===== src/rtl/ptc_pkg.sv =====
package ptc_pkg;

    // Legal clock-count ranges of the timing fields
    localparam int ADDR_MIN = 1;
    localparam int ADDR_MAX = 4;
    localparam int DATA_MIN = 1;
    localparam int DATA_MAX = 16;
    localparam int REC_MIN  = 2;
    localparam int REC_MAX  = 17;

    localparam int FIELD_W  = 5;
    localparam int NUM_FLD  = 3;

    typedef enum logic [1:0] {
        FLD_ADDR = 2'd0,
        FLD_DATA = 2'd1,
        FLD_REC  = 2'd2
    } field_e;

    typedef enum logic [1:0] {
        ST_IDLE  = 2'd0,
        ST_ISSUE = 2'd1,
        ST_WAIT  = 2'd2,
        ST_PACK  = 2'd3
    } state_e;

    typedef struct packed {
        logic [FIELD_W-1:0] addr;
        logic [FIELD_W-1:0] data;
        logic [FIELD_W-1:0] rec;
    } drive_clk_t;

    function automatic drive_clk_t absent_clks();
        drive_clk_t c;
        c.addr = FIELD_W'(ADDR_MIN);
        c.data = FIELD_W'(DATA_MIN);
        c.rec  = FIELD_W'(REC_MIN);
        return c;
    endfunction

    // Pack data and recovery counts into one cycle byte
    function automatic logic [7:0] cycle_byte(drive_clk_t c);
        logic [FIELD_W-1:0] d_off;
        logic [FIELD_W-1:0] r_off;
        d_off = c.data - FIELD_W'(DATA_MIN);
        r_off = c.rec  - FIELD_W'(REC_MIN);
        return {d_off[3:0], r_off[3:0]};
    endfunction

    function automatic field_e next_field(field_e f);
        case (f)
            FLD_ADDR: return FLD_DATA;
            FLD_DATA: return FLD_REC;
            default:  return FLD_ADDR;
        endcase
    endfunction

endpackage


===== src/rtl/ptc_restoring_div.sv =====
module ptc_restoring_div #(
    parameter int NUM_W   = 18,
    parameter int DIVISOR = 1000
) (
    input  logic             clk,
    input  logic             rst,
    input  logic             go_i,
    input  logic [NUM_W-1:0] num_i,
    output logic [NUM_W-1:0] quo_o,
    output logic             valid_o
);
    localparam int DIV_W = $clog2(DIVISOR) + 1;
    localparam int CNT_W = $clog2(NUM_W + 1);

    logic [DIV_W-1:0] rem_q;
    logic [NUM_W-1:0] quo_q;
    logic [CNT_W-1:0] cnt_q;
    logic             busy_q;

    logic [DIV_W-1:0] trial;
    logic             take;
    logic [DIV_W-1:0] rem_next;

    always_comb begin
        trial    = {rem_q[DIV_W-2:0], quo_q[NUM_W-1]};
        take     = (trial >= DIV_W'(DIVISOR));
        rem_next = take ? (trial - DIV_W'(DIVISOR)) : trial;
    end

    always_ff @(posedge clk) begin
        if (rst) begin
            rem_q   <= '0;
            quo_q   <= '0;
            cnt_q   <= '0;
            busy_q  <= 1'b0;
            valid_o <= 1'b0;
        end else begin
            valid_o <= 1'b0;
            if (go_i) begin
                rem_q  <= '0;
                quo_q  <= num_i;
                cnt_q  <= CNT_W'(NUM_W);
                busy_q <= 1'b1;
            end else if (busy_q) begin
                rem_q <= rem_next;
                quo_q <= {quo_q[NUM_W-2:0], take};
                cnt_q <= cnt_q - 1'b1;
                if (cnt_q == CNT_W'(1)) begin
                    busy_q  <= 1'b0;
                    valid_o <= 1'b1;
                end
            end
        end
    end

    assign quo_o = quo_q;

    // Remainder of a finished division lies below the divisor (rounding of R1)
    assert_rem_below_divisor_R1: assert property (@(posedge clk) disable iff (rst)
        valid_o |-> (rem_q < DIV_W'(DIVISOR)));

    // A new division is only launched while idle
    assert_go_when_idle_R1: assert property (@(posedge clk) disable iff (rst)
        go_i |-> !busy_q);

endmodule


===== src/rtl/ptc_field_clamp.sv =====
module ptc_field_clamp #(
    parameter int IN_W  = 18,
    parameter int OUT_W = 5,
    parameter int LO    = 1,
    parameter int HI    = 4
) (
    input  logic [IN_W-1:0]  val_i,
    output logic [OUT_W-1:0] val_o
);
    always_comb begin
        if (val_i < IN_W'(LO))
            val_o = OUT_W'(LO);
        else if (val_i > IN_W'(HI))
            val_o = OUT_W'(HI);
        else
            val_o = val_i[OUT_W-1:0];
    end
endmodule


===== src/rtl/ptc_byte_pack.sv =====
module ptc_byte_pack
    import ptc_pkg::*;
#(
    parameter bit PREFETCH_EN = 1'b1,
    parameter int READY_WAIT  = 2
) (
    input  drive_clk_t  clk0_i,
    input  drive_clk_t  clk1_i,
    input  logic [1:0]  present_i,
    output logic [7:0]  cycle0_o,
    output logic [7:0]  cycle1_o,
    output logic [7:0]  misc_o
);
    drive_clk_t eff [2];
    logic [FIELD_W-1:0] ax;
    logic [FIELD_W-1:0] ax_off;
    logic [2:0]         rdy_off;

    always_comb begin
        eff[0] = present_i[0] ? clk0_i : absent_clks();
        eff[1] = present_i[1] ? clk1_i : absent_clks();
        ax      = (eff[0].addr > eff[1].addr) ? eff[0].addr : eff[1].addr;
        ax_off  = ax - FIELD_W'(ADDR_MIN);
        rdy_off = 3'(READY_WAIT - 2);
        cycle0_o = cycle_byte(eff[0]);
        cycle1_o = cycle_byte(eff[1]);
        misc_o   = {1'b0, PREFETCH_EN, ax_off[1:0], rdy_off, 1'b0};
    end
endmodule


===== src/rtl/ptc_ns_clock_calc.sv =====
module ptc_ns_clock_calc
    import ptc_pkg::*;
#(
    parameter int NS_W        = 10,
    parameter int MHZ_W       = 7,
    parameter int DIVISOR     = 1000,
    parameter bit PREFETCH_EN = 1'b1,
    parameter int READY_WAIT  = 2
) (
    input  logic             clk,
    input  logic             rst,
    input  logic             start_i,
    input  logic [1:0]       present_i,
    input  logic [MHZ_W-1:0] mhz_i,
    input  logic [NS_W-1:0]  setup0_ns_i,
    input  logic [NS_W-1:0]  active0_ns_i,
    input  logic [NS_W-1:0]  cycle0_ns_i,
    input  logic [NS_W-1:0]  setup1_ns_i,
    input  logic [NS_W-1:0]  active1_ns_i,
    input  logic [NS_W-1:0]  cycle1_ns_i,
    output logic [7:0]       cycle_byte0_o,
    output logic [7:0]       cycle_byte1_o,
    output logic [7:0]       misc_byte_o,
    output logic             done_o
);
    localparam int NUM_W = NS_W + MHZ_W + 1;
    localparam int LO_TAB [NUM_FLD] = '{ADDR_MIN, DATA_MIN, REC_MIN};
    localparam int HI_TAB [NUM_FLD] = '{ADDR_MAX, DATA_MAX, REC_MAX};

    state_e            state_q;
    field_e            fld_q;
    logic              drv_q;
    logic [NS_W-1:0]   setup_q [2];
    logic [NS_W-1:0]   act_q   [2];
    logic [NS_W-1:0]   cyc_q   [2];
    logic [MHZ_W-1:0]  mhz_q;
    logic [1:0]        pres_q;
    drive_clk_t        clk_q   [2];

    logic [NS_W+1:0]   spent_ns;
    logic [NS_W-1:0]   rec_ns;
    logic [NS_W-1:0]   ns_sel;
    logic [NUM_W-1:0]  num;
    logic              div_go;
    logic [NUM_W-1:0]  quo;
    logic              div_valid;
    logic [FIELD_W-1:0] clamped [NUM_FLD];
    logic [7:0]        pk_cyc0, pk_cyc1, pk_misc;

    // Numerator for the field now being converted; leftover time floors at zero
    always_comb begin
        spent_ns = (NS_W+2)'(setup_q[drv_q]) + (NS_W+2)'(act_q[drv_q]);
        if ((NS_W+2)'(cyc_q[drv_q]) > spent_ns)
            rec_ns = NS_W'((NS_W+2)'(cyc_q[drv_q]) - spent_ns);
        else
            rec_ns = '0;
        case (fld_q)
            FLD_ADDR: ns_sel = setup_q[drv_q];
            FLD_DATA: ns_sel = act_q[drv_q];
            default:  ns_sel = rec_ns;
        endcase
        num    = NUM_W'(ns_sel) * NUM_W'(mhz_q) + NUM_W'(DIVISOR - 1);
        div_go = (state_q == ST_ISSUE);
    end

    ptc_restoring_div #(
        .NUM_W   (NUM_W),
        .DIVISOR (DIVISOR)
    ) u_div (
        .clk     (clk),
        .rst     (rst),
        .go_i    (div_go),
        .num_i   (num),
        .quo_o   (quo),
        .valid_o (div_valid)
    );

    for (genvar g = 0; g < NUM_FLD; g++) begin : g_clamp
        ptc_field_clamp #(
            .IN_W  (NUM_W),
            .OUT_W (FIELD_W),
            .LO    (LO_TAB[g]),
            .HI    (HI_TAB[g])
        ) u_clamp (
            .val_i (quo),
            .val_o (clamped[g])
        );
    end

    ptc_byte_pack #(
        .PREFETCH_EN (PREFETCH_EN),
        .READY_WAIT  (READY_WAIT)
    ) u_pack (
        .clk0_i    (clk_q[0]),
        .clk1_i    (clk_q[1]),
        .present_i (pres_q),
        .cycle0_o  (pk_cyc0),
        .cycle1_o  (pk_cyc1),
        .misc_o    (pk_misc)
    );

    always_ff @(posedge clk) begin
        if (rst) begin
            state_q       <= ST_IDLE;
            fld_q         <= FLD_ADDR;
            drv_q         <= 1'b0;
            mhz_q         <= '0;
            pres_q        <= '0;
            for (int i = 0; i < 2; i++) begin
                setup_q[i] <= '0;
                act_q[i]   <= '0;
                cyc_q[i]   <= '0;
                clk_q[i]   <= '0;
            end
            cycle_byte0_o <= '0;
            cycle_byte1_o <= '0;
            misc_byte_o   <= '0;
            done_o        <= 1'b0;
        end else begin
            done_o <= 1'b0;
            case (state_q)
                ST_IDLE: begin
                    if (start_i) begin
                        setup_q[0] <= setup0_ns_i;
                        act_q[0]   <= active0_ns_i;
                        cyc_q[0]   <= cycle0_ns_i;
                        setup_q[1] <= setup1_ns_i;
                        act_q[1]   <= active1_ns_i;
                        cyc_q[1]   <= cycle1_ns_i;
                        mhz_q      <= mhz_i;
                        pres_q     <= present_i;
                        drv_q      <= 1'b0;
                        fld_q      <= FLD_ADDR;
                        state_q    <= ST_ISSUE;
                    end
                end
                ST_ISSUE: state_q <= ST_WAIT;
                ST_WAIT: begin
                    if (div_valid) begin
                        case (fld_q)
                            FLD_ADDR: clk_q[drv_q].addr <= clamped[0];
                            FLD_DATA: clk_q[drv_q].data <= clamped[1];
                            default:  clk_q[drv_q].rec  <= clamped[2];
                        endcase
                        if (drv_q && fld_q == FLD_REC) begin
                            state_q <= ST_PACK;
                        end else begin
                            if (fld_q == FLD_REC) drv_q <= 1'b1;
                            fld_q   <= next_field(fld_q);
                            state_q <= ST_ISSUE;
                        end
                    end
                end
                default: begin
                    cycle_byte0_o <= pk_cyc0;
                    cycle_byte1_o <= pk_cyc1;
                    misc_byte_o   <= pk_misc;
                    done_o        <= 1'b1;
                    state_q       <= ST_IDLE;
                end
            endcase
        end
    end

    assert_done_pulse_R6: assert property (@(posedge clk) disable iff (rst)
        done_o |=> !done_o);

    assert_outputs_hold_R6: assert property (@(posedge clk) disable iff (rst)
        !done_o |-> ($stable(cycle_byte0_o) && $stable(cycle_byte1_o) && $stable(misc_byte_o)));

    assert_busy_start_ignored_R7: assert property (@(posedge clk) disable iff (rst)
        (state_q != ST_IDLE && start_i) |=> ($stable(mhz_q) && $stable(pres_q)));

    assert_rec_in_range_R2: assert property (@(posedge clk) disable iff (rst)
        (div_valid && fld_q == FLD_REC) |->
            (clamped[2] >= FIELD_W'(REC_MIN) && clamped[2] <= FIELD_W'(REC_MAX)));

    assert_misc_spare_bits_R4: assert property (@(posedge clk) disable iff (rst)
        done_o |-> (misc_byte_o[7] == 1'b0 && misc_byte_o[0] == 1'b0));

endmodule


===== config.mk =====
export PLATFORM = sky130hd
export DESIGN_NAME = ptc_ns_clock_calc
export DESIGN_NICKNAME = d
export VERILOG_FILES = /design/src/rtl/ptc_pkg.sv /design/src/rtl/ptc_restoring_div.sv /design/src/rtl/ptc_field_clamp.sv /design/src/rtl/ptc_byte_pack.sv /design/src/rtl/ptc_ns_clock_calc.sv
export SDC_FILE = /design/constraint.sdc
export NUM_CORES = 1
export LEC_CHECK = 0
export ABC_AREA = 1
export BUFFER_PORTS_ARGS = -buffer_cell sky130_fd_sc_hd__buf_2
export CAP_MARGIN = 20
export CORE_MARGIN = 4
export CORE_UTILIZATION = 51
export DETAILED_ROUTE_END_ITERATION = 16
export PLACE_DENSITY_LB_ADDON = 0.25
export SYNTH_ARGS = -nofsm -noshare
export SYNTH_HDL_FRONTEND = slang
export SYNTH_SLANG_ARGS = --single-unit

===== constraint.sdc =====
create_clock -name clk -period 12.3 [get_ports clk]
set_input_delay 0 -clock clk [delete_from_list [all_inputs] [get_ports clk]]
set_output_delay 0 -clock clk [all_outputs]
set_load 0.005 [all_outputs]

Word level (Yosys, flattened, before mapping)
Memories as Yosys holds them, arrays and structs flattened. A register that Yosys moved wholly into a read port is not among the register bits. Index checks and enable logic that the tools add are counted.

Add/subtract/negate cells: 10. $mul: 1. Magnitude comparators: 8. Eq/ne operators: 9. Muxes and demuxes: 71. Bitwise logic cells: 7. Reductions and logical operators: 14.

Operator list (number): 10-bit two-way mux (8); 15-bit two-way mux (3); 5-bit two-way mux (8); 1-bit two-way mux (37); 18-bit by 5-bit > comparator with 1-bit output, second input constant (2); 18-bit two-way mux (2); 10-bit one-hot mux with 2 select lines (1); 17-bit by 10-bit adder with 18-bit output, second input constant (1); 18-bit by 3-bit > comparator with 1-bit output, second input constant (1); 18-bit by 1-bit < comparator with 1-bit output, second input constant (1); 18-bit by 2-bit < comparator with 1-bit output, second input constant (1); 10-bit by 7-bit multiplier with 17-bit output (1); 15-bit OR reduction (1); 2-bit two-way mux (7); 10-bit by 10-bit adder with 11-bit output (1); 11-bit by 10-bit greater-or-equal comparator with 1-bit output, second input constant (1); 10-bit by 11-bit > comparator with 1-bit output (1); 10-bit subtractor (1); 10-bit subtractor, second input constant (1); 2-bit one-hot mux with 2 select lines (2); 4-bit by 1-bit subtractor with 4-bit output, second input constant (2); 4-bit by 2-bit subtractor with 4-bit output, second input constant (2); 2-bit inequality test, second input constant (3); 1-bit bitwise OR (6); other kinds (19) (26).

Flip-flop bits (word level): 69. Memory bits (writable): 90. Bits of input ports: 72. Output and inout bits: 25. Logic and storage cells: 139. Memories kept: 4.

Memories: clk_q (words 2, bits a word 15, rd ports 2, clocked after memory_dff 0, wr ports 2, line ptc_ns_clock_calc.sv:38) `drive_clk_t clk_q [2];`; act_q (words 2, bits a word 10, rd ports 1, clocked after memory_dff 1, wr ports 2, line ptc_ns_clock_calc.sv:34) `logic [NS_W-1:0] act_q [2];`; cyc_q (words 2, bits a word 10, rd ports 1, clocked after memory_dff 1, wr ports 2, line ptc_ns_clock_calc.sv:35) `logic [NS_W-1:0] cyc_q [2];`; setup_q (words 2, bits a word 10, rd ports 1, clocked after memory_dff 1, wr ports 2, line ptc_ns_clock_calc.sv:33) `logic [NS_W-1:0] setup_q [2];`.

Depth between registers and ports, before layout
Depth after elaboration: 9. Mapped depth: 44. Mapped depth without buffers: 42.

By module
A second synthesis with hierarchy kept.

Cell total of the unflattened synthesis: 1467. Area, all modules: 11608.6 sq um.

By module, submodules not included: ptc_ns_clock_calc (instances 1, cells each 997, area an instance 8765.9 sq um, sequential area each 3503.4 sq um); ptc_restoring_div (instances 1, cells each 263, area an instance 1813.0 sq um, sequential area each 700.7 sq um); ptc_byte_pack (instances 1, cells each 96, area an instance 516.7 sq um, sequential area each 0.0 sq um); ptc_field_clamp (g_clamp[2].u_clamp) (instances 1, cells each 40, area an instance 211.5 sq um, sequential area each 0.0 sq um); ptc_field_clamp (g_clamp[0].u_clamp) (instances 1, cells each 41, area an instance 171.4 sq um, sequential area each 0.0 sq um); ptc_field_clamp (g_clamp[1].u_clamp) (instances 1, cells each 30, area an instance 130.1 sq um, sequential area each 0.0 sq um).

Worst setup path before layout
No wires, ideal clock.

Kind: reg2reg. Start point: reg (tool-made name). End point: reg u_div.quo_q[13] (netlist: u_div.quo_o[13]). Setup time: 0.070 ns. Arrival time: 6.419 ns. Required time: 12.230 ns. Path slack: 5.811 ns. Cell stages (with the launch flop): 44. Buffers on the path: 2. Period minus slack after synthesis: 6.489 ns. Cells stage by stage: dfxtp_1 -> inv_1 -> buf_2 -> buf_2 -> nand2_1 -> nand2_1 -> ha_1 -> nand2_1 -> inv_1 -> nand2_1 -> nand2_1 -> a21oi_1 -> nor2_1 -> nor2_1 -> xor2_1 -> ha_1 -> nand2_1 -> inv_1 -> [8 not listed] -> nand3_2 -> nor2_1 -> fa_1 -> fa_1 -> fa_1 -> inv_1 -> fa_1 -> inv_1 -> ha_1 -> a21oi_1 -> o21ai_0 -> inv_1 -> nand3_1 -> nand2_1 -> inv_1 -> o21ai_0 -> nand2_1 -> a21oi_1.

RTL lines: to (signal assigned) (line ptc_restoring_div.sv:41) `quo_q <= num_i;`; to (signal assigned) (line ptc_restoring_div.sv:46) `quo_q <= {quo_q[NUM_W-2:0], take};`; to (decl) (line ptc_restoring_div.sv:16) `logic [NUM_W-1:0] quo_q;`.

==> flow_metrics.env <==
export IMPL_drive_above_1_share_pct=10.5
export IMPL_place_ws_ps=4150
export IMPL_htreeDepth=4
export IMPL_crit_family="adder cells"
export IMPL_grt_pass1_vias=8852
export IMPL_final_setup_tns_ps=0
export IMPL_clk_pin_slew_ps=70
export IMPL_start_util_pct=52.1
export IMPL_synth_edff_count=86
export IMPL_hp_class="in2reg"
export IMPL_critPathBufInv=7
export IMPL_yosys_register_bits=156
export IMPL_syn_area_um2=10600
export IMPL_arrival_ps=8620
export IMPL_grt_usage_pct=21.2
export IMPL_peakVddDrop_uv=91.9
export IMPL_clock_latency_ps=430
export IMPL_cts_tree="done"
export IMPL_hpwl_mm=17.3
export IMPL_p_leak_nw=6.11
export IMPL_slowest_stage="dfxtp_1"
export IMPL_cts_made_buffers=17
export IMPL_die_area_um2=23200
export IMPL_postCtsSetupRepairBufs=0
export IMPL_netlist_area_leader_share_pct=24.3
export IMPL_async_flop_share_pct=0
export IMPL_rsz0062_at_grt="false"
export IMPL_r2r_slack_ps=4020
export IMPL_gp_congestion=0.949
export IMPL_period_minus_slack_ps=8280
export IMPL_fmax_mhz=121
export IMPL_syn_avg_cell_area_um2=7.81
export IMPL_end_kind="flip-flop"
export IMPL_area_growth_pct=18.5
export IMPL_grt_overflow=0
export IMPL_powerDensity_nw_per_um2=144
export IMPL_drc=0
export IMPL_first_pass_iters=6
export IMPL_clockBufferDepth=2
export IMPL_startpoint_type="flip-flop"
export IMPL_grt_max_degree=69
export IMPL_fin_nets=1702
export IMPL_crit_top_cell="nand2_1"
export IMPL_grt_pass1_wl_mm=41.3
export IMPL_die_w_um=152
export IMPL_tightest_slew_ps=1010
export IMPL_drt_total_wl_mm=24.0
export IMPL_hp_start="rst"
export IMPL_rows=52
export IMPL_setup_violations=0
export IMPL_fp_coreArea_um2=20400
export IMPL_antenna_found_initial=0
export IMPL_setup_slack_ps=4020
export IMPL_slowest_delay_ps=980
export IMPL_finalCritPeriodShare_pct=67.3
export IMPL_io_buffers=91
export IMPL_synthFlopType="edfxtp_1"
export IMPL_max_slew_margin_pct=32.4
export IMPL_first_iter_violations=516
export IMPL_hold_viol_final=0
export IMPL_status="finished, final reports clean"
export IMPL_cts_resized=0
export IMPL_nFillCells=1779
export IMPL_crit_type="reg2reg"
export IMPL_avgRoutedWirePerCell_um=13.4
export IMPL_postSynthCellCount=1359
export IMPL_ant_nets=0
export IMPL_yosysSeqAreaShare_pct=37.6
export IMPL_synth_cell_types=48
export IMPL_synth_warnings=0
export IMPL_die_height_um=152
export IMPL_cap_violations=0
export IMPL_skew_ps=13.9
export IMPL_ys_top_cells_by_area="edfxtp_1 (24%), dfxtp_1 (13%), nand2_1 (11%)"
export IMPL_worstPathRequired_ps=12640
export IMPL_vias_per_cell=5.00
export IMPL_yosys_area_top_type="edfxtp_1"
export IMPL_root_buffer="clkbuf_16"
export IMPL_cts_sinks=156
export IMPL_cp_max_fo=31
export IMPL_io_pins=97
export IMPL_slew_violations=0
export IMPL_vias=8975
export IMPL_num_antenna_cells=0
[per-layer routing]
layer | global-route usage (%) | vias to the layer above | wire length, um
met5 | 0 | - | 0
li1 | - | 4626 | -
met4 | 5.61 | 0 | 433
met2 | 36.4 | 236 | 11500
met3 | 4.06 | 34 | 1180
met1 | 27.6 | 4079 | 10800
[metrics by stage]
stage | cells | hold slack [ps] | total power [mW] | util (%) | instance area, um^2
2_1_floorplan | 1367 | 155 | 1.14 | - | 10600
3_3_place_gp | 1690 | 276 | 1.29 | 55.4 | 11300
3_5_place_dp | 1690 | 281 | 1.29 | 55.4 | 11300
4_1_cts | 1794 | 59.6 | 1.82 | 61.7 | 12600
5_1_grt | 1794 | 109 | 1.95 | 61.7 | 12600
6_report | 1794 | 74.4 | 1.81 | 61.7 | 12600
[path summary, 6_finish.rpt]
check / cells past startpoint / endpoint
setup / recovery: 41 / u_div.quo_o[13]
setup reg to reg: 41 / u_div.quo_o[13]
hold reg to reg: 2 / misc_byte_o[6]
hold / removal: 2 / u_div.quo_o[3]
[cells in the final DEF, fill, tap and decap left out, types with 4 or more instances in the layout]
master,instances
a21o_1,4
a21oi_1,82
a31oi_1,4
buf_2,91
clkbuf_16,17
clkinv_1,6
clkinvlp_4,6
conb_1,9
dfxtp_1,70
dlygate4sd3_1,72
edfxtp_1,86
fa_1,45
ha_1,74
inv_1,210
inv_6,4
nand2_1,307
nand2_2,7
nand3_1,63
nand3_2,5
nand4_1,12
nor2_1,197
nor2_2,5
nor3_1,12
o21ai_0,50
o21ai_2,5
o21bai_1,4
o22ai_1,13
xnor2_1,5
xor2_1,18
[state kept, by name, summed over array words and instances, names as in the netlist, named ones only]
| name | count |
|---|---|
| clk_q | 26 |
| act_q | 20 |
| cyc_q | 20 |
| setup_q | 20 |
| u_div.quo_o | 18 |
| u_div.rem_q | 10 |
| cycle_byte0_o | 8 |
| cycle_byte1_o | 8 |
| mhz_q | 7 |
| u_div.cnt_q | 5 |
| misc_byte_o | 3 |
| fld_q | 2 |
| pres_q | 2 |
| state_q | 2 |
| done_o | 1 |
| drv_q | 1 |
| u_div.busy_q | 1 |
| u_div.valid_o | 1 |
[report_power, final]
group          switching [mW]  leakage, nW  internal (mW)
combinational           0.422         4.36          0.235
sequential             0.0342         1.49          0.618
clock                   0.222        0.256          0.282
total                   0.679         6.11           1.14
[layout make-up]
| type | instances | area (um^2) | share of cell area, % |
|---|---|---|---|
| timing repair buffer | 166 | 1200 | 9.53 |
| sequential | 156 | 3980 | 31.7 |
| clock buffer | 18 | 429 | 3.41 |
| multi-input combinational | 952 | 5670 | 45.1 |
| clock inverter | 14 | 134 | 1.06 |
| tap | 270 | 338 | 2.69 |
| inverter | 218 | 818 | 6.51 |
[synth_stat cells, types with 2 or more instances]
master    instances
a211o_1           2
a21o_1            4
a21oi_1          82
a221oi_1          2
a31oi_1           4
and2_1            3
buf_1             3
buf_2             6
buf_4             5
clkbuf_1         27
clkinv_1          5
dfxtp_1          70
edfxtp_1         86
fa_1             45
ha_1             74
inv_1           210
inv_2             3
nand2_1         307
nand2_2           7
nand3_1          64
nand3_2           4
nand3_4           2
nand3b_1          2
nand4_1          12
nor2_1          197
nor2_2            5
nor2_4            3
nor3_1           12
o21ai_0          50
o21ai_1           3
o21ai_2           5
o21bai_1          4
o22ai_1          13
or2_2             3
xnor2_1           5
xor2_1           18
[repair_timing]
| item | CTS | global route |
|---|---|---|
| setup endpoints to repair | 0 | 0 |
| endpoints found under the hold margin | 70 | 0 |
| hold buffers | 72 | 0 |
[worst reg2reg max path: cells and delay by family, from the launching register on]
family,cells,cell delay (ps)
XOR/XNOR,1,160
AO/OA/AOI/OAI,6,1000
adder cells (fa/ha/maj),7,3100
AND/OR/NAND/NOR,20,1940
buffers and inverters,7,1010
flip-flops,1,980
[kinds of logic after synthesis]
| logic type | share of synthesized area, % |
|---|---|
| mux | 0.0944 |
| simple gates | 24.6 |
| flops | 37.6 |
| compound gates | 9.14 |
| xor+xnor | 1.90 |
| buf+inv | 9.41 |
| fa+ha+maj | 17.2 |
| other cells | 0.0353 |
No activity file was read; power rests on OpenSTA's default activity.
